[src/rtl/lpm_pkg.sv]
package lpm_pkg;

  // Mode status encoding seen on modeStatus
  localparam logic [1:0] MODE_RUN    = 2'b00;
  localparam logic [1:0] MODE_IDLE   = 2'b01;
  localparam logic [1:0] MODE_SLEEP  = 2'b10;
  localparam logic [1:0] MODE_WAKING = 2'b11;

  typedef enum logic [3:0] {
    ST_RUN,
    ST_IDLE,
    ST_PLL_DISC,
    ST_PLL_OFF,
    ST_GATE,
    ST_FLASH_SBY,
    ST_OSC_OFF,
    ST_SLEEP,
    ST_OSC_ON,
    ST_STAB,
    ST_CLK_ON,
    ST_FLASH_WAKE
  } lpm_state_e;

  // Strobes from control to datapath, at most a few per cycle
  typedef struct packed {
    logic coreOff;
    logic coreOn;
    logic pllDisc;
    logic pllOff;
    logic clkGate;
    logic flashSby;
    logic oscOff;
    logic oscOn;
    logic cntLoad;
    logic cntDec;
    logic clkOn;
    logic flashWake;
    logic swWrEn;
  } lpm_strobe_t;

  function automatic logic [1:0] stateToMode(lpm_state_e s);
    case (s)
      ST_RUN:                      return MODE_RUN;
      ST_IDLE:                     return MODE_IDLE;
      ST_PLL_DISC, ST_PLL_OFF, ST_GATE, ST_FLASH_SBY, ST_OSC_OFF, ST_SLEEP:
                                   return MODE_SLEEP;
      default:                     return MODE_WAKING;
    endcase
  endfunction

endpackage

[src/rtl/lpm_ctrl.sv]
module lpm_ctrl
  import lpm_pkg::*;
#(
  parameter int NUM_IRQ = 4
) (
  input  logic               clk,
  input  logic               rstN,
  input  logic               reqIdle,
  input  logic               reqSleep,
  input  logic [NUM_IRQ-1:0] irqPending,
  input  logic               rtcIrq,
  input  logic               stabDone,
  output lpm_strobe_t        stb,
  output logic [1:0]         modeStatus
);

  lpm_state_e state, stateNxt;
  logic pendIdle, pendSleep;
  logic wantIdle, wantSleep, wakeEvt;
  logic takeSleep, takeIdle;

  assign wantIdle  = pendIdle | reqIdle;
  assign wantSleep = pendSleep | reqSleep;
  assign wakeEvt   = (|irqPending) | rtcIrq;
  assign takeSleep = (state == ST_RUN) && wantSleep;
  assign takeIdle  = (state == ST_RUN) && !wantSleep && wantIdle;

  always_comb begin
    stb      = '0;
    stateNxt = state;
    unique case (state)
      ST_RUN: begin
        stb.swWrEn = 1'b1;
        if (takeSleep) begin
          stateNxt = ST_PLL_DISC;
        end else if (takeIdle) begin
          stb.coreOff = 1'b1;
          stateNxt    = ST_IDLE;
        end
      end
      ST_IDLE: begin
        if (wakeEvt) begin
          stb.coreOn = 1'b1;
          stateNxt   = ST_RUN;
        end
      end
      ST_PLL_DISC: begin
        stb.pllDisc = 1'b1;
        stateNxt    = ST_PLL_OFF;
      end
      ST_PLL_OFF: begin
        stb.pllOff = 1'b1;
        stateNxt   = ST_GATE;
      end
      ST_GATE: begin
        stb.clkGate = 1'b1;
        stateNxt    = ST_FLASH_SBY;
      end
      ST_FLASH_SBY: begin
        stb.flashSby = 1'b1;
        stateNxt     = ST_OSC_OFF;
      end
      ST_OSC_OFF: begin
        stb.oscOff = 1'b1;
        stateNxt   = ST_SLEEP;
      end
      ST_SLEEP: begin
        if (wakeEvt) stateNxt = ST_OSC_ON;
      end
      ST_OSC_ON: begin
        stb.oscOn   = 1'b1;
        stb.cntLoad = 1'b1;
        stateNxt    = ST_STAB;
      end
      ST_STAB: begin
        if (stabDone) stateNxt = ST_CLK_ON;
        else          stb.cntDec = 1'b1;
      end
      ST_CLK_ON: begin
        stb.clkOn = 1'b1;
        stateNxt  = ST_FLASH_WAKE;
      end
      ST_FLASH_WAKE: begin
        stb.flashWake = 1'b1;
        stateNxt      = ST_RUN;
      end
      default: stateNxt = ST_RUN;
    endcase
  end

  always_ff @(posedge clk or negedge rstN) begin
    if (!rstN) begin
      state     <= ST_RUN;
      pendIdle  <= 1'b0;
      pendSleep <= 1'b0;
    end else begin
      state <= stateNxt;
      // Sleep entry discards both requests; idle entry clears its own
      pendSleep <= takeSleep ? 1'b0 : wantSleep;
      pendIdle  <= (takeSleep || takeIdle) ? 1'b0 : wantIdle;
    end
  end

  assign modeStatus = stateToMode(state);

endmodule

[src/rtl/lpm_datapath.sv]
module lpm_datapath
  import lpm_pkg::*;
#(
  parameter int                    NUM_PERIPH  = 8,
  parameter int                    STAB_CYCLES = 5,
  parameter logic [NUM_PERIPH-1:0] PERIPH_RST  = '1
) (
  input  logic                  clk,
  input  logic                  rstN,
  input  lpm_strobe_t           stb,
  input  logic                  gateWrEn,
  input  logic [NUM_PERIPH-1:0] gateWrData,
  input  logic                  pllEnWr,
  input  logic                  pllEnVal,
  input  logic                  pllConnWr,
  input  logic                  pllConnVal,
  output logic                  stabDone,
  output logic                  coreClkEn,
  output logic [NUM_PERIPH-1:0] periphClkEn,
  output logic                  mainOscPwr,
  output logic                  rcOutEn,
  output logic                  pllEn,
  output logic                  pllConn,
  output logic                  flashStandby,
  output logic                  divReset
);

  localparam int CW = (STAB_CYCLES < 2) ? 1 : $clog2(STAB_CYCLES);
  localparam logic [CW-1:0] CNT_INIT = CW'(STAB_CYCLES - 1);

  logic [NUM_PERIPH-1:0] gateReg;
  logic                  allClkOn;
  logic [CW-1:0]         stabCnt;

  // Clock enables, oscillator and flash controls
  always_ff @(posedge clk or negedge rstN) begin
    if (!rstN) begin
      coreClkEn    <= 1'b1;
      allClkOn     <= 1'b1;
      rcOutEn      <= 1'b1;
      mainOscPwr   <= 1'b1;
      flashStandby <= 1'b0;
      divReset     <= 1'b0;
    end else begin
      divReset <= stb.clkGate;
      if (stb.coreOff) coreClkEn <= 1'b0;
      if (stb.coreOn)  coreClkEn <= 1'b1;
      if (stb.clkGate) begin
        coreClkEn <= 1'b0;
        allClkOn  <= 1'b0;
        rcOutEn   <= 1'b0;
      end
      if (stb.clkOn) begin
        coreClkEn <= 1'b1;
        allClkOn  <= 1'b1;
        rcOutEn   <= 1'b1;
      end
      if (stb.flashSby)  flashStandby <= 1'b1;
      if (stb.flashWake) flashStandby <= 1'b0;
      if (stb.oscOff)    mainOscPwr   <= 1'b0;
      if (stb.oscOn)     mainOscPwr   <= 1'b1;
    end
  end

  // PLL control: sequencer forces it off, software turns it back on
  always_ff @(posedge clk or negedge rstN) begin
    if (!rstN) begin
      pllEn   <= 1'b0;
      pllConn <= 1'b0;
    end else begin
      if (stb.swWrEn && pllConnWr && pllEn) pllConn <= pllConnVal;
      if (stb.swWrEn && pllEnWr) begin
        pllEn <= pllEnVal;
        if (!pllEnVal) pllConn <= 1'b0;
      end
      if (stb.pllDisc) pllConn <= 1'b0;
      if (stb.pllOff)  pllEn   <= 1'b0;
    end
  end

  // Oscillator settling counter
  always_ff @(posedge clk or negedge rstN) begin
    if (!rstN)            stabCnt <= '0;
    else if (stb.cntLoad) stabCnt <= CNT_INIT;
    else if (stb.cntDec)  stabCnt <= stabCnt - CW'(1);
  end
  assign stabDone = (stabCnt == '0);

  // Per-peripheral gating register
  always_ff @(posedge clk or negedge rstN) begin
    if (!rstN)                      gateReg <= PERIPH_RST;
    else if (stb.swWrEn && gateWrEn) gateReg <= gateWrData;
  end

  for (genvar i = 0; i < NUM_PERIPH; i++) begin : g_gate
    assign periphClkEn[i] = gateReg[i] & allClkOn;
  end

endmodule

[src/rtl/lpm_sequencer.sv]
module lpm_sequencer
  import lpm_pkg::*;
#(
  parameter int                    NUM_PERIPH  = 8,
  parameter int                    NUM_IRQ     = 4,
  parameter int                    STAB_CYCLES = 5,
  parameter logic [NUM_PERIPH-1:0] PERIPH_RST  = '1
) (
  input  logic                  clk,
  input  logic                  rstN,
  input  logic                  reqIdle,
  input  logic                  reqSleep,
  input  logic [NUM_IRQ-1:0]    irqPending,
  input  logic                  rtcIrq,
  input  logic                  gateWrEn,
  input  logic [NUM_PERIPH-1:0] gateWrData,
  input  logic                  pllEnWr,
  input  logic                  pllEnVal,
  input  logic                  pllConnWr,
  input  logic                  pllConnVal,
  output logic                  coreClkEn,
  output logic [NUM_PERIPH-1:0] periphClkEn,
  output logic                  mainOscPwr,
  output logic                  rcOutEn,
  output logic                  rcPwr,
  output logic                  pllEn,
  output logic                  pllConn,
  output logic                  flashStandby,
  output logic                  divReset,
  output logic [1:0]            modeStatus
);

  lpm_strobe_t stb;
  logic        stabDone;

  lpm_ctrl #(.NUM_IRQ(NUM_IRQ)) uCtrl (
    .clk        (clk),
    .rstN       (rstN),
    .reqIdle    (reqIdle),
    .reqSleep   (reqSleep),
    .irqPending (irqPending),
    .rtcIrq     (rtcIrq),
    .stabDone   (stabDone),
    .stb        (stb),
    .modeStatus (modeStatus)
  );

  lpm_datapath #(
    .NUM_PERIPH  (NUM_PERIPH),
    .STAB_CYCLES (STAB_CYCLES),
    .PERIPH_RST  (PERIPH_RST)
  ) uDp (
    .clk          (clk),
    .rstN         (rstN),
    .stb          (stb),
    .gateWrEn     (gateWrEn),
    .gateWrData   (gateWrData),
    .pllEnWr      (pllEnWr),
    .pllEnVal     (pllEnVal),
    .pllConnWr    (pllConnWr),
    .pllConnVal   (pllConnVal),
    .stabDone     (stabDone),
    .coreClkEn    (coreClkEn),
    .periphClkEn  (periphClkEn),
    .mainOscPwr   (mainOscPwr),
    .rcOutEn      (rcOutEn),
    .pllEn        (pllEn),
    .pllConn      (pllConn),
    .flashStandby (flashStandby),
    .divReset     (divReset)
  );

  // RC oscillator is never powered down by this block; only its output is gated
  assign rcPwr = 1'b1;

endmodule

[config.mk]
export PLATFORM = sky130hd
export DESIGN_NAME = lpm_sequencer
export DESIGN_NICKNAME = d
export VERILOG_FILES = /design/src/rtl/lpm_pkg.sv /design/src/rtl/lpm_ctrl.sv /design/src/rtl/lpm_datapath.sv /design/src/rtl/lpm_sequencer.sv
export SDC_FILE = /design/constraint.sdc
export NUM_CORES = 1
export LEC_CHECK = 0
export ABC_AREA = 1
export CORE_ASPECT_RATIO = 2
export CORE_MARGIN = 2
export CORE_UTILIZATION = 50
export CTS_CLUSTER_SIZE = 40
export DETAILED_ROUTE_END_ITERATION = 8
export GPL_TIMING_DRIVEN = 0
export PLACE_DENSITY = 0.93
export SYNTH_ARGS = -nofsm -noshare
export SYNTH_HDL_FRONTEND = slang
export SYNTH_HIERARCHICAL = 1
export SYNTH_SLANG_ARGS = --single-unit
[constraint.sdc]
create_clock -name clk -period 3.41 [get_ports clk]
set_input_delay 1.023 -clock clk [delete_from_list [all_inputs] [get_ports clk]]
set_output_delay 1.023 -clock clk [all_outputs]
set_load 0.1 [all_outputs]
==> qor.txt, run 1 <==
Placement row count - 26
Worst path cell trace - buf_2 -> nand2_1 -> inv_1 -> clkdlybuf4s50_1
Largest net degree at the start of global routing - 25
Final setup viols - 0
Reg2reg setup slack - 1.25 ns
NumNets Final - 248
FF+latch count, synth - 24
Wirelength per Cell - 11.68 µm
CTS Hold Bufs - 0
DRC violations left - 0
Crit path from - uDp/allClkOn
Top-area cell type share of the netlist area - 0.2399
Final Hold Viols - 0
Share of flip-flops with an asynchronous set or reset - 1.000
Number of nets with antenna violations after routing - 0
Post-synthesis sequential area ratio - 0.4530
Worst Tran Pin Value - 1.040 ns
RSZ-0062 raised after global routing - false
Worst min path class - reg -> reg
Max Root-Sink Buffers - 2
Post-CTS setup buffer count - 0
Die height - 77.66 µm
Peak supply drop - 0.6396 mV
Full die area - 3170 µm²
Crit. End Element - output port
DP Cell Count - 247
Relative slew slack - 0.3044
Max Clock Skew - 0.001304 ns
CTS Buf Count - 3
Pre-CTS setup slack - 0.4475 ns
Primary FF master, synth - dfrtp_1
Run status - finished, final reports clean
Crit path time final - 3.243 ns
Die width - 40.83 µm
Final cell count without fillers - 251
GRT Overall Usage - 0.2145
Initial DRT Pass Iterations - 4
CP Class - reg -> out
Root Buffer - clkbuf_8
H-tree depth reported by CTS - 1
Global-route wire length before repair - 4.747 mm
Top reg by flops - uDp/gateReg
HP Start - uDp/gateReg[6]
Mapped Area - 1356 µm²
Slew Viols, Final - 0
Yosys top cell by area - dfrtp_1
Crit path required time - 2.39 ns
Critical Path AT - 2.22 ns
Area growth syn-to-layout - 33.95%
RR Startpoint - uCtrl/state[1]
Slowest CP cell - clkdlybuf4s50_1
Antenna violations before repair - 0
Hold_ws - 0.4648 ns
EDFF count, synth - 0
Lkg Pwr - 0.0009369 µW
Routed Wire Length - 2.932 mm
CTS tree - done
Setup TNS - 0 ns
I/O Buffers - 37
Post-Synthesis Cells - 182
Startpoint types - flop
Syn Area/Cell - 7.452 µm²
Main area contributors after synthesis - dfrtp_1, dfstp_2, nand2_1
Synth Net Count - 206
Number of global-route vias before repair - 1206
Critical-path maximum fanout - 9
Crit-path max cell delay - 1.12 ns
Core ar. - 2570 µm²
DR vias - 1266
Final core utilization - 0.7069
Setup ws final - 0.1669 ns
Detailed-placement wirelength estimate - 2.322 mm
Max-Cap Viols - 0
CTS sink count - 24
Worst Hold End - uDp/gateReg[6]
Reg clk slew, reported paths - 0.08 ns
Final Cycle Share - 0.9511
Hold path cells - 2
F_max - 308.3 MHz
PostCTS Resize Cnt - 0
Global route total overflow - 0
Iteration-0 DRC Markers - 19
Worst Reg-to-Reg Cells - 6
I/O pin total - 40
P per Cell Area - 1053 nW/µm²
N_diodes - 0
Vias per inst - 5.044
Max FFs per register - 8
Netlist cell types - 27
Crit Reg-Reg Endpoint - uDp/gateReg[3]
Placer Congestion - 0.8697
Layout cells sized above 1 - 0.1480
Synth Warn # - 6
Clk Latency, worst-skew pair - 0.26 ns
Largest registers - uDp/gateReg: 8 flops, uCtrl/state: 4 flops, uDp/stabCnt: 3 flops
Starting density of the core - 0.5278
-- layout make-up --
cell class                 instances  area [µm²]
buffer                             5       42.54
clock buffer                       4       55.05
fill                             189       753.2
inverter                          34       127.6
multi-input combinational        119       571.8
sequential                        24       614.3
tap                               28       35.03
timing repair buffer              37       370.4
-- critical path, delay by kind of cell, from the launching register on --
kind	cells	cell delay, ns
buffers and inverters	3	1.35
flip-flops	1	0.53
AND/OR/NAND/NOR	1	0.07
-- worst max path at each step --
stage	to	slack, ns	cells after the start
floorplan	modeStatus[0]	0.47	3
global placement	periphClkEn[5]	0.45	4
detailed placement	periphClkEn[5]	0.45	4
CTS	periphClkEn[5]	0.15	4
global route	periphClkEn[6]	0.05	4
finish	periphClkEn[5]	0.17	4
-- through the flow --
step,total power [µW],area [µm²]
final,1914,1817
after global routing,2032,1817
after CTS,1926,1817
after detailed placement,1728,1762
after global placement,1701,1762
after floorplan,1457,1356
-- cells in the final DEF, fill, tap and decap left out --
cell type,count
nand2_2,4
buf_4,2
a21oi_1,2
nand2_1,49
inv_1,32
nand4_1,2
o21ai_1,1
inv_2,2
nor2_4,1
ha_1,2
a21oi_2,1
dfrtp_1,13
nand3b_1,1
nor2_2,3
dfstp_2,11
nor3_2,1
o21ai_0,2
nor2_1,22
clkdlybuf4s50_1,37
a211oi_1,1
xnor2_1,1
clkbuf_8,4
nand2_4,1
conb_1,1
buf_6,2
buf_2,1
nand3_1,19
o21bai_1,3
nor3_1,1
o211ai_1,1
-- kinds of logic (layout without fill, tap and decap cells) --
kind of cell             after synthesis  count (layout)  synth area share
AND/OR/NAND/NOR                      104             104            0.3413
buffers and inverters                 39              80            0.1255
flip-flops                            24              24            0.4530
AO/OA/AOI/OAI                         11              11           0.05258
adder cells (fa/ha/maj)                2               2           0.01845
other                                  1               1          0.002765
XOR/XNOR                               1               1          0.006459
-- metal layers --
| layer | vias up | routed length [µm] | global-route usage |
|---|---|---|---|
| met2 | 46 | 1707 | 0.3922 |
| met1 | 579 | 944 | 0.1768 |
| met5 | - | 0 | 0 |
| met3 | 10 | 162 | 0.03429 |
| li1 | 631 | - | - |
| met4 | 0 | 118 | 0.1433 |
-- power by group --
part	internal (µW)	total [µW]	switching (µW)
clock network	103	189	86.1
logic	312	1190	874
registers	454	539	85.6
-- cells in the mapped netlist (2+ instances only) --
cell and n:
a21oi_1 2, buf_4 2, buf_6 2, dfrtp_1 13, dfstp_2 11, ha_1 2, inv_1 32, inv_2 2
nand2_1 49, nand2_2 4, nand3_1 19, nand4_1 2, nor2_1 22, nor2_2 3, o21ai_0 3, o21bai_1 3
No activity file was read; power rests on OpenSTA's default activity.
==> run 2, diff against run 1 <==
CTS_BUF_LIST = sky130_fd_sc_hd__clkbuf_4 sky130_fd_sc_hd__clkbuf_8 sky130_fd_sc_hd__clkbuf_16   (was unset)
==> results of run 2 <==
The final DEF is identical to that of run 1; final timing and power are the same.
==> run 3, diff against run 2 <==
ABC_CLOCK_PERIOD_IN_PS = 3410   (was unset)
CORE_UTILIZATION = 45   (was 50)
PLACE_DENSITY = 0.86   (was 0.93)
REMOVE_ABC_BUFFERS = 1   (was unset)
==> qor.txt, run 3 (synthesis gave the netlist of run 1 again) <==
Run status - finished, final reports clean
CTS sink count - 24 (unchanged)
Antenna violations before repair - 0 (unchanged)
Root Buffer - clkbuf_8
Number of nets with antenna violations after routing - 0 (unchanged)
CTS Buf Count - 3 (unchanged)
Area growth syn-to-layout - 33.30%
Worst Hold End - uDp/gateReg[7]
Peak supply drop - 0.4191 mV (-34%)
DR vias - 1266 (unchanged)
Reg clk slew, reported paths - 0.09 ns (about the same)
Routed Wire Length - 3.043 mm (+3.8%)
Crit path required time - 2.39 ns (about the same)
Largest registers - uDp/gateReg: 8 flops, uCtrl/state: 4 flops, uDp/stabCnt: 3 flops
Detailed-placement wirelength estimate - 2.335 mm (+0.59%)
DRC violations left - 0 (unchanged)
NumNets Final - 244 (-1.6%)
Commonest cells after routing, fill and taps aside - nand2_1, clkdlybuf4s50_1, inv_1, nor2_1, nand3_1
Final Cycle Share - 0.9628 (+0.01180)
Reg2reg setup slack - 1.10 ns (-0.15 ns)
Max Root-Sink Buffers - 2 (unchanged)
Critical-path maximum fanout - 7 (-2)
Number of global-route vias before repair - 1277 (+5.9%)
Met1 usage - 0.1660 (-0.01084)
Total power - 1960 µW (+2.4%)
Global route total overflow - 0 (unchanged)
Max Clock Skew - 0.009528 ns (+0.008224 ns)
HP Start - uDp/gateReg[7]
Relative slew slack - 0.2827 (-0.02173)
Worst min path class - reg -> reg
Worst path cell trace - inv_1 -> nand2_1 -> o21ai_0 -> clkdlybuf4s50_1
PostCTS Resize Cnt - 0 (unchanged)
Largest net degree at the start of global routing - 25 (unchanged)
GRT Overall Usage - 0.1958 (-0.01869)
Die width - 42.82 µm (+4.9%)
Worst Tran Pin Value - 1.073 ns (+0.03250 ns)
Setup ws final - 0.1267 ns (-0.04023 ns)
Final instance area - 1808 µm² (-0.48%)
Clk Latency, worst-skew pair - 0.27 ns (about the same)
Top reg by flops - uDp/gateReg
Vias per inst - 5.084 (+0.80%)
Core ar. - 2908 µm² (+13%)
Slowest CP cell - clkdlybuf4s50_1
Startpoint types - flop
N_diodes - 0 (unchanged)
Slew Viols, Final - 0 (unchanged)
RSZ-0062 raised after global routing - false
Wirelength per Cell - 12.22 µm (+4.6%)
CP Class - reg -> out
Setup TNS - 0 ns (unchanged)
Full die area - 3496 µm² (+10%)
P per Cell Area - 1084 nW/µm² (+2.9%)
Met2 Use GR - 0.3955 (+0.003267)
Placement row count - 28 (+7.7%)
Worst Reg-to-Reg Cells - 6 (unchanged)
Post-CTS setup buffer count - 0 (unchanged)
Layout fillers - 250 (+32%)
Iteration-0 DRC Markers - 30 (+11)
CTS Hold Bufs - 0 (unchanged)
H-tree depth reported by CTS - 1 (unchanged)
Crit Reg-Reg Endpoint - uDp/gateReg[2]
Initial DRT Pass Iterations - 4 (unchanged)
Critical Path AT - 2.26 ns (+0.04 ns)
Global-route wire length before repair - 5.140 mm (+8.3%)
Crit-path max cell delay - 1.15 ns (+0.03 ns)
I/O Buffers - 38 (+2.7%)
Max-Cap Viols - 0 (unchanged)
Layout cells sized above 1 - 0.1324 (-0.01556)
RR Startpoint - uCtrl/state[1]
Grt peak-use layer - met2
DP Area - 1737 µm² (-1.4%)
Crit path time final - 3.283 ns (+0.04023 ns)
Met3 global-route usage - 0.02198 (-0.01231)
Die height - 81.64 µm (+5.1%)
Pre-CTS setup slack - 0.4552 ns (+0.007667 ns)
Commonest non-fill, non-tap cell in the layout - nand2_1
Hold path cells - 2 (unchanged)
Final setup viols - 0 (unchanged)
Final core utilization - 0.6218 (-0.08514)
F_max - 304.6 MHz (-1.2%)
Lkg Pwr - 0.0009232 µW (-1.5%)
CTS tree - done
Starting density of the core - 0.4664 (-0.06131)
Crit. End Element - output port
Placer Congestion - 0.8808 (+1.3%)
Max FFs per register - 8 (unchanged)
Final Hold Viols - 0 (unchanged)
I/O pin total - 40 (unchanged)
## run 3: cell count changes in the layout (fill, tap and decap cells not counted)
cell	delta
buf_2	-1
nor3_1	-1
o21ai_0	+1
nor3_2	+1
bufinv_16	+1
buf_6	-2
clkbuf_8	-1
o21ai_1	-1
clkdlybuf4s50_1	+1
buf_4	-2
## run 3: worst max-delay path by stage
| stage | from | endpoint | slack (ns) |
|---|---|---|---|
| after floorplan | uCtrl/state[1] | modeStatus[0] | -0.28 |
| after global placement | uCtrl/state[1] | modeStatus[0] | 0.48 |
| after detailed placement | uCtrl/state[1] | modeStatus[0] | 0.46 |
| after CTS | uCtrl/state[1] | modeStatus[0] | 0.13 |
| after global routing | uCtrl/state[1] | modeStatus[0] | 0.06 |
| final | uCtrl/state[1] | modeStatus[0] | 0.13 |
## run 3: metrics by stage
stage,hold WS (ns),cells
final,0.4640,249
after CTS,0.4656,249
after global placement,0.4506,245
after global routing,0.4797,249
after floorplan,0.4440,177
after detailed placement,0.4524,245
## run 3: final cells by class
cell class / instances / area (µm²) / area share
flip-flops and latches: 24 / 614.3 / 0.3398
well taps: 30 / 37.54 / 0.02076
inverters: 34 / 127.6 / 0.07059
clock inverters: 1 / 30.03 / 0.01661
clock buffers: 3 / 41.29 / 0.02284
multi-input cells: 119 / 576.8 / 0.3190
repair buffers: 38 / 380.4 / 0.2104
## run 3: power breakdown
| part | internal (µW) | switching [µW] |
|---|---|---|
| Clock | 157 | 94.7 |
| Sequential | 454 | 101 |
| Combinational | 295 | 859 |
## run 3: per-layer routing
metal,up-vias,wire (µm)
li1,627,-
met1,575,1028
met2,53,1762
met3,11,134
met4,0,117
met5,-,0
## run 3: critical path: cells and delay by family, from the launching register on
family                 cells  cell delay, ns
DFF                        1            0.46
and+or+nand+nor            1            0.11
AOI/OAI and AO/OA          1            0.16
buffers and inverters      2            1.26
